===== src/rtl/sync_cond.sv =====
module sync_cond #(
  parameter int          ADDR_W  = 4,
  parameter logic [31:0] ID_WORD = 32'h0064_7069
) (
  input  logic              clk,
  input  logic              rst_n,
  input  logic              bus_wr,
  input  logic [ADDR_W-1:0] bus_addr,
  input  logic [31:0]       bus_wdata,
  output logic [31:0]       bus_rdata,
  input  logic              hs_in,
  input  logic              vs_in,
  input  logic              de_in,
  output logic              hs_out,
  output logic              vs_out,
  output logic              oe_out,
  output logic              pclk_out,
  output logic [1:0]        chan_order,
  output logic [2:0]        pix_fmt
);
  localparam int CW = 17;

  logic [CW-1:0] ctrl_q;
  logic [2:0]    src, lvl, rise_q, fall_q, pins;

  wire sel_ctrl = (bus_addr == '0);
  wire ctrl_wr  = bus_wr & sel_ctrl;
  wire en       = ctrl_q[0];
  wire restart  = ctrl_wr & bus_wdata[0] & ~en;

  wire [2:0] dis  = ctrl_q[3:1];
  wire [2:0] fall = ctrl_q[6:4];
  wire [2:0] inv  = ctrl_q[9:7];

  always_ff @(posedge clk or negedge rst_n)
    if (!rst_n)       ctrl_q <= '0;
    else if (ctrl_wr) ctrl_q <= bus_wdata[CW-1:0];

  assign bus_rdata = sel_ctrl ? {{(32-CW){1'b0}}, ctrl_q} : ID_WORD;

  // index 2: hsync, 1: vsync, 0: output-enable
  assign src = {hs_in, vs_in, ctrl_q[16] ? de_in : ~(hs_in ^ vs_in)};
  assign lvl = ~dis & (src ^ inv);

  always_ff @(posedge clk or negedge rst_n)
    if (!rst_n)       rise_q <= '0;
    else if (restart) rise_q <= '0;
    else if (en)      rise_q <= lvl;

  always_ff @(negedge clk or negedge rst_n)
    if (!rst_n) fall_q <= '0;
    else        fall_q <= rise_q;

  assign pins = {3{en}} & ((fall & fall_q) | (~fall & rise_q));
  assign {hs_out, vs_out, oe_out} = pins;
  assign pclk_out   = en & (clk ^ ctrl_q[10]);
  assign chan_order = ctrl_q[15:14];
  assign pix_fmt    = ctrl_q[13:11];

  assert_ctrl_write_R1: assert property (@(posedge clk) disable iff (!rst_n)
    ctrl_wr |=> ctrl_q == $past(bus_wdata[CW-1:0]));

  assert_disabled_hold_R3: assert property (@(posedge clk) disable iff (!rst_n)
    $past(!en && !restart) |-> $stable(rise_q));

  assert_hs_latency_R4: assert property (@(posedge clk) disable iff (!rst_n)
    $past(en && !restart && !dis[2] && !inv[2]) |-> rise_q[2] == $past(hs_in));

  assert_forced_off_R5: assert property (@(posedge clk) disable iff (!rst_n)
    $past(en && dis == 3'b111) |-> rise_q == 3'b000);

  assert_restart_clear_R11: assert property (@(posedge clk) disable iff (!rst_n)
    restart |=> rise_q == 3'b000);
endmodule


===== config.mk =====
export PLATFORM = sky130hd
export DESIGN_NAME = sync_cond
export DESIGN_NICKNAME = d
export VERILOG_FILES = /design/src/rtl/sync_cond.sv
export SDC_FILE = /design/constraint.sdc
export NUM_CORES = 1
export LEC_CHECK = 0
export ABC_CLOCK_PERIOD_IN_PS = 1600
export BUFFER_PORTS_ARGS = -buffer_cell sky130_fd_sc_hd__buf_2
export CAP_MARGIN = 20
export CORE_ASPECT_RATIO = 1.2
export CORE_MARGIN = 4
export CORE_UTILIZATION = 30
export DETAILED_ROUTE_END_ITERATION = 10
export HOLD_SLACK_MARGIN = 0.08
export PLACE_DENSITY = 0.63
export SLEW_MARGIN = 5
export SYNTH_ARGS = -nofsm -noshare
export SYNTH_HDL_FRONTEND = slang
export SYNTH_SLANG_ARGS = --single-unit

===== constraint.sdc =====
create_clock -name clk -period 1.6 [get_ports clk]
set_clock_uncertainty 0.05 [all_clocks]
set_input_delay 0.08 -clock clk [delete_from_list [all_inputs] [get_ports clk]]
set_output_delay 0.08 -clock clk [all_outputs]
set_load 0.005 [all_outputs]

# Word-level counts from Yosys, hierarchy flattened
# Cells that the tools add are included.
# totals
ff_bits,23
in_bits,42
out_inout_bits,41
word_cells,25
# classes
muxes,4
bitwise_logic,16
n_reduce_logical,2
# ops
cell,count
two-way mux 23 bit,1
bitwise AND 3 bit,4
two-way mux 3 bit,2
inverter 3 bit,2
bitwise AND 1 bit,4
zero test 4 bit,1
bitwise OR 3 bit,1
XOR 3 bit,1
inverter 1 bit,2
nonzero test 2 bit,1
XOR 1 bit,2
two-way mux 1 bit,1

# Logic depth before layout (Yosys ltp)
# Gate-level depths: netlist of run 1.
# logic_depth
ltp_word,7
mapped_depth,5
depth_no_buf,3

==> results of run 1 <==
==> timing repair <==
item | 4_1_cts | 5_1_grt
cloned | 0 | 0
pin swaps | 0 | 0
endpoints found under the hold margin | 38 | 0
setup endpoints to repair | 3 | 3
hold buffers | 19 | 0
==> layout make-up <==
| class | count | share of cell area (%) |
|---|---|---|
| inverter | 2 | 0.4115 |
| clock buffer | 7 | 4.801 |
| clock inverter | 1 | 0.2743 |
| sequential | 23 | 31.55 |
| timing repair buffer | 77 | 26.89 |
| multi-input combinational | 71 | 32.37 |
| tap | 54 | 3.704 |
==> metrics by stage <==
step / instance area, um^2 / setup TNS [ps] / util, % / worst slack [ps] / power, mW
6_report: 1824 / -1167 / 44.86 / -405.1 / 1.885
5_1_grt: 1824 / -1397 / 44.86 / -486.0 / 2.016
4_1_cts: 1824 / -1192 / 44.86 / -403.3 / 1.919
3_5_place_dp: 1546 / 0 / 38.03 / 10.30 / 1.322
3_3_place_gp: 1546 / 0 / 38.03 / 23.53 / 1.314
2_1_floorplan: 1341 / 0 / - / 122.7 / 1.214
==> power by group through the flow <==
stage                     sequential (mW)  clock [mW]  combinational (mW)
final                               0.870       0.581               0.434
after global placement              0.881      0.0328               0.400
after detailed placement            0.886      0.0328               0.403
after floorplan                     0.842      0.0251               0.347
after global routing                0.895       0.633               0.487
after CTS                           0.874       0.604               0.441
==> worst paths after layout <==
| kind | startpoint | end | slack [ps] | cells after the start |
|---|---|---|---|---|
| setup / recovery | fall_q[0] | oe_out | -410 | 3 |
| min in group asynchronous | rst_n | ctrl_q[2] | 90 | 2 |
| setup reg to reg | rise_q[2] | fall_q[2] | 220 | 0 |
| hold reg to reg | ctrl_q[11] | ctrl_q[11] | 480 | 1 |
| max in group asynchronous | rst_n | fall_q[0] | 500 | 2 |
| hold / removal | bus_wdata[0] | rise_q[2] | 80 | 3 |
==> cell families after synthesis <==
| family | Yosys count | synth area share, % |
|---|---|---|
| flops | 23 | 44.27 |
| xor+xnor | 5 | 4.428 |
| mux | 19 | 18.77 |
| compound gates | 4 | 2.599 |
| buf+inv | 25 | 13.47 |
| other cells | 1 | 0.2885 |
| simple gates | 31 | 16.17 |
==> cell usage in the layout (no fill, tap or decap), drive strengths merged <==
cell and instances:
xnor2 2, conb 12, o311ai 1, dfrtp 20, dlygate4sd3 19, xnor3 1, mux2i 3, dfrtn 3
nor3b 1, inv 2, clkinv 1, nand2 2, nor2b 3, clkbuf 6, xor2 2, nor2 2
nand2b 9, a21o 1, buf 59, nor4 1, and2 11, and3 1, nand4b 1, o2bb2ai 2
mux2 16
==> layer usage <==
layer  vias up  wire (um)  GRT usage [%]
met2        35       1323          16.59
met3         3        197          1.818
met1       429       1184          12.89
li1        472          -              -
met5         -          0              0
met4         0         31          6.163
==> state kept, by name (all words and copies together) (netlist names) <==
register  count
fall_q        3
ctrl_q       17
rise_q        3
==> flow_summary.yaml, run 1 <==
synthesis:
  synth_area_mm2: 0.001300
  synth_common_cells: "20 x dfrtp_1, 19 x buf_4, 11 x and2_1"
  synthArstFlopShare_pct: 100.0
  synth_edf_count: 0
  syn_avg_cell_area_um2: 12.04
  synthTopCellsByArea: "dfrtp_1 38%, buf_4 11%, mux2_4 10%"
  ys_seq_elements: 23
  ys_warn_count: 0
  yosysTopAreaCell: "dfrtp_1"
  yosysSeqAreaShare_pct: 44.27
  synth_most_common_cell: "dfrtp_1"
  synth_top_area_share_pct: 38.50
  synth_top_flop_cell: "dfrtp_1"
  synth_cells: 108
  ys_types: 27
global_routing:
  grt_max_degree: 18
  grt_pass1_vias: 907
  grt_pass1_wl_um: 4257
  overflow: 0
  track_usage_pct: 10.43
  antenna_found_initial: 0
power_and_ir_drop:
  sw_frac_of_total_pct: 25.96
  comb_power_share_pct: 23.0
  power.internal_mw: 1.396
  ir_drop_mv: 0.2799
  p_per_area_mw_per_mm2: 1033
  p_leak_nw: 0.9487
  p_sw_mw: 0.4892
  seq_power_share_pct: 46.1
  power_frac_clock_pct: 30.8
placement:
  dp_hpwl_um: 2054
  gp_congestion: 0.7303
  port_buffers: 55
  placed_cells: 209
route:
  drt_iter0_drc: 37
  detail-route-antenna-nets: 0
  dr.pass1.iters: 4
  vias_per_cell: 3.996
  vias: 939
  routedWlPerCell_um: 11.65
  routed_wl_um: 2738
  drcViolationCount: 0
run_status:
  failed_checks: "negative setup slack"
  run_status: "finished, violations left"
setup_path:
  critical_path.max_fanout: 1
  crit_type: "flop to output pin"
  worstPathRequired_ps: 1470
  crit_arrival_ps: 1880
  endpoint_kind: "output pin"
  cp-start-kind: "flop"
  slowest_stage: "dfrtn_1"
  crit_family: "flip-flops"
  crit_path_cell_trace: "mux2i_1, nor2b_1, buf_2"
  crit_path_max_incr_delay_ps: 380
  cp_num_buf_inv: 1
timing:
  worst_hold_slack_ps: 83.55
  setup_slack_ps: -405.1
  grt_setup_unrepaired: "true"
  maxSlewViolCount: 0
  hold_violations: 0
  setup_violations: 3
floorplan:
  core_region_area_mm2: 0.004066
  fp.dieW_um: 68.09
  die_area_mm2: 0.005455
  fp.dieH_um: 80.11
  initial_utilization_pct: 31.97
  pin_count: 83
  core.rowCount: 25
clock_network:
  post_cts_buffers: 0
  cts_resized: 0
  clk_pin_slew_ps: 80
  insertion_delay_ps: 360
  cts_tree: "built"
cells_and_area:
  multi_input_area_um2: 590.6
  diodes: 0
  fill_cells: 399
  ff_latch_area_um2: 575.6
  layout-drive-gt1-share_pct: 46.41
  area_growth_pct: 40.33
  nets: 224
  instances_no_fill: 235
run:
  drv_cap: 0
min_path:
  hp-class: "input pin to flop"
Note: power is estimated with default switching activity, not from simulation.
==> inputs of run 2 (changes only) <==
--- a/config.mk
+++ b/config.mk
@@ -5,7 +5,7 @@
 export SDC_FILE = /design/constraint.sdc
 export NUM_CORES = 1
 export LEC_CHECK = 0
-export ABC_CLOCK_PERIOD_IN_PS = 1600
+export ABC_CLOCK_PERIOD_IN_PS = 2100
 export BUFFER_PORTS_ARGS = -buffer_cell sky130_fd_sc_hd__buf_2
 export CAP_MARGIN = 20
 export CORE_ASPECT_RATIO = 1.2
@@ -13,7 +13,7 @@
 export CORE_UTILIZATION = 30
 export DETAILED_ROUTE_END_ITERATION = 10
 export HOLD_SLACK_MARGIN = 0.08
-export PLACE_DENSITY = 0.63
+export PLACE_DENSITY = 0.66
 export SLEW_MARGIN = 5
 export SYNTH_ARGS = -nofsm -noshare
 export SYNTH_HDL_FRONTEND = slang
==> constraint.sdc (replaced) <==
create_clock -name clk -period 2.1 [get_ports clk]
set_clock_uncertainty 0.05 [all_clocks]
set_input_delay 0.105 -clock clk [delete_from_list [all_inputs] [get_ports clk]]
set_output_delay 0.105 -clock clk [all_outputs]
set_load 0.005 [all_outputs]
==> flow_summary.yaml, run 2 (same netlist as run 1, synthesis figures left out) <==
cells_and_area:
  fill_cells: 402
  reg.largest.list: "ctrl_q x17, fall_q x3, rise_q x3"
  diodes: 0
  layout_common_cells: "55 x buf_2, 20 x dfrtp_1, 18 x dlygate4sd3_1, 12 x conb_1, 11 x and2_1"
  area_growth_pct: 38.31
  largest-register: "ctrl_q"
  layout-drive-gt1-share_pct: 45.51
  nets: 221
  largest_reg_flops: 17
  layout_commonest_cell: "buf_2"
route:
  vias: 929
  detail-route-antenna-nets: 0
  drcViolationCount: 0
  routed_wl_um: 2822
  dr.pass1.iters: 4
  routedWlPerCell_um: 12.16
  vias_per_cell: 4.004
  drt_iter0_drc: 17
floorplan:
  fp.dieH_um: 80.11
  pin_count: 83
  core_region_area_mm2: 0.004066
  core.rowCount: 25
  die_area_mm2: 0.005455
  initial_utilization_pct: 31.97
  fp.dieW_um: 68.09
clock_network:
  cts_tree: "built"
  clk_pin_slew_ps: 80
  cts_resized: 0
  insertion_delay_ps: 360
global_routing:
  grt_pass1_wl_um: 4374
  antenna_found_initial: 0
  track_usage_pct: 10.99
  grt_pass1_vias: 971
  grt_max_degree: 18
  overflow: 0
setup_path:
  cp-start-kind: "flop"
  endpoint_kind: "output pin"
  reg2reg_setup_slack_ps: 460
  critical_path.max_fanout: 1
  crit_type: "flop to output pin"
  worstPathRequired_ps: 1950
  crit_arrival_ps: 2110
timing:
  setup_violations: 3
  hold_violations: 0
  setup_slack_ps: -163.3
  tns_ps: -471.5
  grt_setup_unrepaired: "true"
  maxSlewViolCount: 0
power_and_ir_drop:
  p_per_area_mw_per_mm2: 802.7
  ir_drop_mv: 0.2459
  p_leak_nw: 0.9316
placement:
  dpl_worst_slack_ps: 248.7
  port_buffers: 55
  dp_hpwl_um: 2055
  gp_congestion: 0.7069
min_path:
  hp-class: "input pin to flop"
run_status:
  run_status: "finished, violations left"
  failed_checks: "negative setup slack"
run:
  drv_cap: 0
run 2: cell count changes in the layout (fill, tap and decap cells not counted), sizes merged:
cell and change:
clkbuf +1, dlygate4sd3 -1, buf -2, clkinv -1
run 2: area by class of cell:
cell class | count | area (um^2) | share of cell area (%)
clock buffer | 8 | 91.34 | 5.080
inverter | 2 | 7.507 | 0.4175
multi-input combinational | 71 | 590.6 | 32.85
sequential | 23 | 575.6 | 32.01
tap | 54 | 67.56 | 3.758
timing repair buffer | 74 | 465.4 | 25.89
run 2: worst max-delay path: stages (launching register included):
cell and delay, ps:
dfrtn_1 380, mux2i_1 60, nor2b_1 100, buf_2 120
run 2: final timing paths:
kind | depth (start not counted) | to | startpoint
worst max register to register | 0 | fall_q[2] | rise_q[2]
worst min-delay path | 4 | rise_q[1] | vs_in
max in group asynchronous | 2 | fall_q[2] | rst_n
worst min register to register | 1 | ctrl_q[3] | ctrl_q[3]
min in group asynchronous | 2 | rise_q[0] | rst_n
worst max-delay path | 3 | oe_out | fall_q[0]
run 2: per-layer routing:
metal	part of all wire, %	vias up	global-route usage, %
met1	44	425	12.78
met3	7.3	4	2.797
met2	47	36	17.55
met5	0	-	0
met4	1.5	0	6.958
li1	-	464	-
run 2: power breakdown:
part	leakage [nW]	switching, mW	internal [mW]
Clock	0.0571	0.178	0.274
Sequential	0.285	0.0961	0.570
Combinational	0.589	0.106	0.220
Total	0.932	0.379	1.06
run 2: what timing repair did:
item | 4_1_cts | 5_1_grt
buffers inserted | 0 | 0
gates cloned | 0 | 0
hold buffers | 18 | 0
hold endpoints to repair | 37 | 0
endpoints found under the setup margin | 3 | 3
run 2: stage by stage:
step | total power, mW | utilization, % | hold slack, ps | std cells | instance area [um^2]
after floorplan | 0.9251 | - | -240.6 | 119 | 1341
after global placement | 0.9968 | 37.66 | -10.61 | 207 | 1531
after detailed placement | 1.007 | 37.66 | -8.358 | 207 | 1531
after CTS | 1.470 | 44.22 | 96.16 | 232 | 1798
after global routing | 1.540 | 44.22 | 121.1 | 232 | 1798
final | 1.443 | 44.22 | 104.8 | 232 | 1798
==> inputs of run 3 (changes only) <==
--- a/config.mk
+++ b/config.mk
@@ -8,12 +8,14 @@
 export ABC_CLOCK_PERIOD_IN_PS = 2100
 export BUFFER_PORTS_ARGS = -buffer_cell sky130_fd_sc_hd__buf_2
 export CAP_MARGIN = 20
+export CELL_PAD_IN_SITES_DETAIL_PLACEMENT = 2
+export CELL_PAD_IN_SITES_GLOBAL_PLACEMENT = 2
 export CORE_ASPECT_RATIO = 1.2
 export CORE_MARGIN = 4
-export CORE_UTILIZATION = 30
+export CORE_UTILIZATION = 24
 export DETAILED_ROUTE_END_ITERATION = 10
 export HOLD_SLACK_MARGIN = 0.08
-export PLACE_DENSITY = 0.66
+export PLACE_DENSITY = 0.85
 export SLEW_MARGIN = 5
 export SYNTH_ARGS = -nofsm -noshare
 export SYNTH_HDL_FRONTEND = slang
==> flow_summary.yaml, run 3 (same netlist as run 1, synthesis figures left out) <==
setup_path:
  cp-start-kind: "flop"
  crit_path_max_incr_delay_ps: 390
  crit_path_cell_trace: "mux2i_1, nor2b_1, buf_2"
  crit_type: "flop to output pin"
  cp_num_buf_inv: 1
  endpoint_kind: "output pin"
  critical_path.max_fanout: 1
  crit_arrival_ps: 2130
  slowest_stage: "dfrtn_1"
  cp.depth: 3
  crit_family: "flip-flops"
  reg2reg_depth: 0
  worstPathRequired_ps: 1950
power_and_ir_drop:
  ir_drop_mv: 0.2429
  p_leak_nw: 0.9357
  p_per_area_mw_per_mm2: 809.1
  total_power_mw: 1.471
floorplan:
  fp.dieW_um: 75.19
  core.rowCount: 29
  initial_utilization_pct: 24.71
  fp.dieH_um: 88.62
  core_region_area_mm2: 0.005261
  die_area_mm2: 0.006663
  pin_count: 83
route:
  routed_wl_um: 3478
  vias_per_cell: 4.245
  vias: 1023
  drcViolationCount: 0
  drt_iter0_drc: 14
  detail-route-antenna-nets: 0
  routedWlPerCell_um: 14.43
  dr.pass1.iters: 2
placement:
  placed_cells: 215
  gp_congestion: 0.6970
  dp_hpwl_um: 2425
  placed_cell_area_mm2: 0.001541
  port_buffers: 55
timing:
  hold_violations: 0
  tightest_slew_ps: 604.9
  maxSlewViolCount: 0
  relSlewSlack_pct: 59.37
  setup_violations: 3
  setup_slack_ps: -185.2
  grt_setup_unrepaired: "true"
global_routing:
  track_usage_pct: 11.43
  antenna_found_initial: 0
  grt_max_degree: 18
  grt_pass1_vias: 1203
  grt_pass1_wl_um: 5533
  overflow: 0
clock_network:
  cts_resized: 0
  clk_pin_slew_ps: 80
  insertion_delay_ps: 380
  cts_tree: "built"
cells_and_area:
  layout_commonest_cell: "buf_2"
  diodes: 0
  layout-drive-gt1-share_pct: 45.25
  largest_reg_flops: 17
  instances_no_fill: 241
  utilization_pct: 34.55
  layout_common_cells: "55 x buf_2, 20 x dfrtp_1, 19 x dlygate4sd3_1, 12 x conb_1, 11 x and2_1"
  design_area_mm2: 0.001818
  area_growth_pct: 39.85
  reg.largest.list: "ctrl_q x17, fall_q x3, rise_q x3"
  largest-register: "ctrl_q"
  nets: 222
  fill_cells: 591
run:
  drv_cap: 0
run_status:
  run_status: "finished, violations left"
  failed_checks: "negative setup slack"
min_path:
  hold_path_depth: 3
  hp-class: "input pin to flop"
-- run 3: cell count changes in the layout (fill, tap and decap cells not counted) --
cell and change:
dlygate4sd3_1 +1
-- run 3: where the power goes --
group	leakage (nW)	internal (mW)	total (mW)	switching (mW)
clock network	0.0571	0.275	0.466	0.191
logic	0.593	0.221	0.335	0.114
registers	0.285	0.570	0.670	0.100
total	0.936	1.07	1.47	0.405
-- run 3: worst paths after layout --
kind | start | end | slack [ps]
setup / recovery | fall_q[0] | oe_out | -190
hold / removal | bus_wdata[0] | rise_q[2] | 100
setup reg to reg | rise_q[0] | fall_q[0] | 470
hold reg to reg | ctrl_q[2] | ctrl_q[2] | 490
max in group asynchronous | rst_n | fall_q[2] | 640
min in group asynchronous | rst_n | ctrl_q[12] | 140
-- run 3: per-stage QoR --
stage,worst slack (ps),hold slack (ps),TNS (ps)
finish,-185.2,104.1,-530.6
floorplan,347.7,-240.6,0
global placement,228.7,4.508,0
CTS,-207.0,105.9,-594.1
detailed placement,229.9,6.319,0
global route,-281.2,119.1,-783.7
-- run 3: metal layers --
metal	share of wire (%)	global-route usage, %
met1	38	12.06
met2	50	18.46
met3	7.6	2.841
met4	3.9	10.17
met5	0	0
-- run 3: layout make-up --
type,instances,area [um^2],area share (%)
inverter,2,7.507,0.4129
multi-input combinational,71,590.6,32.48
timing repair buffer,75,475.5,26.15
clock buffer,8,91.34,5.024
sequential,23,575.6,31.66
tap,62,77.57,4.267
-- run 3: what timing repair did --
| action | CTS | global route |
|---|---|---|
| hold endpoints to repair | 38 | 0 |
| setup buffers | 0 | 0 |
| setup endpoints to repair | 3 | 3 |
| hold buffers | 19 | 0 |
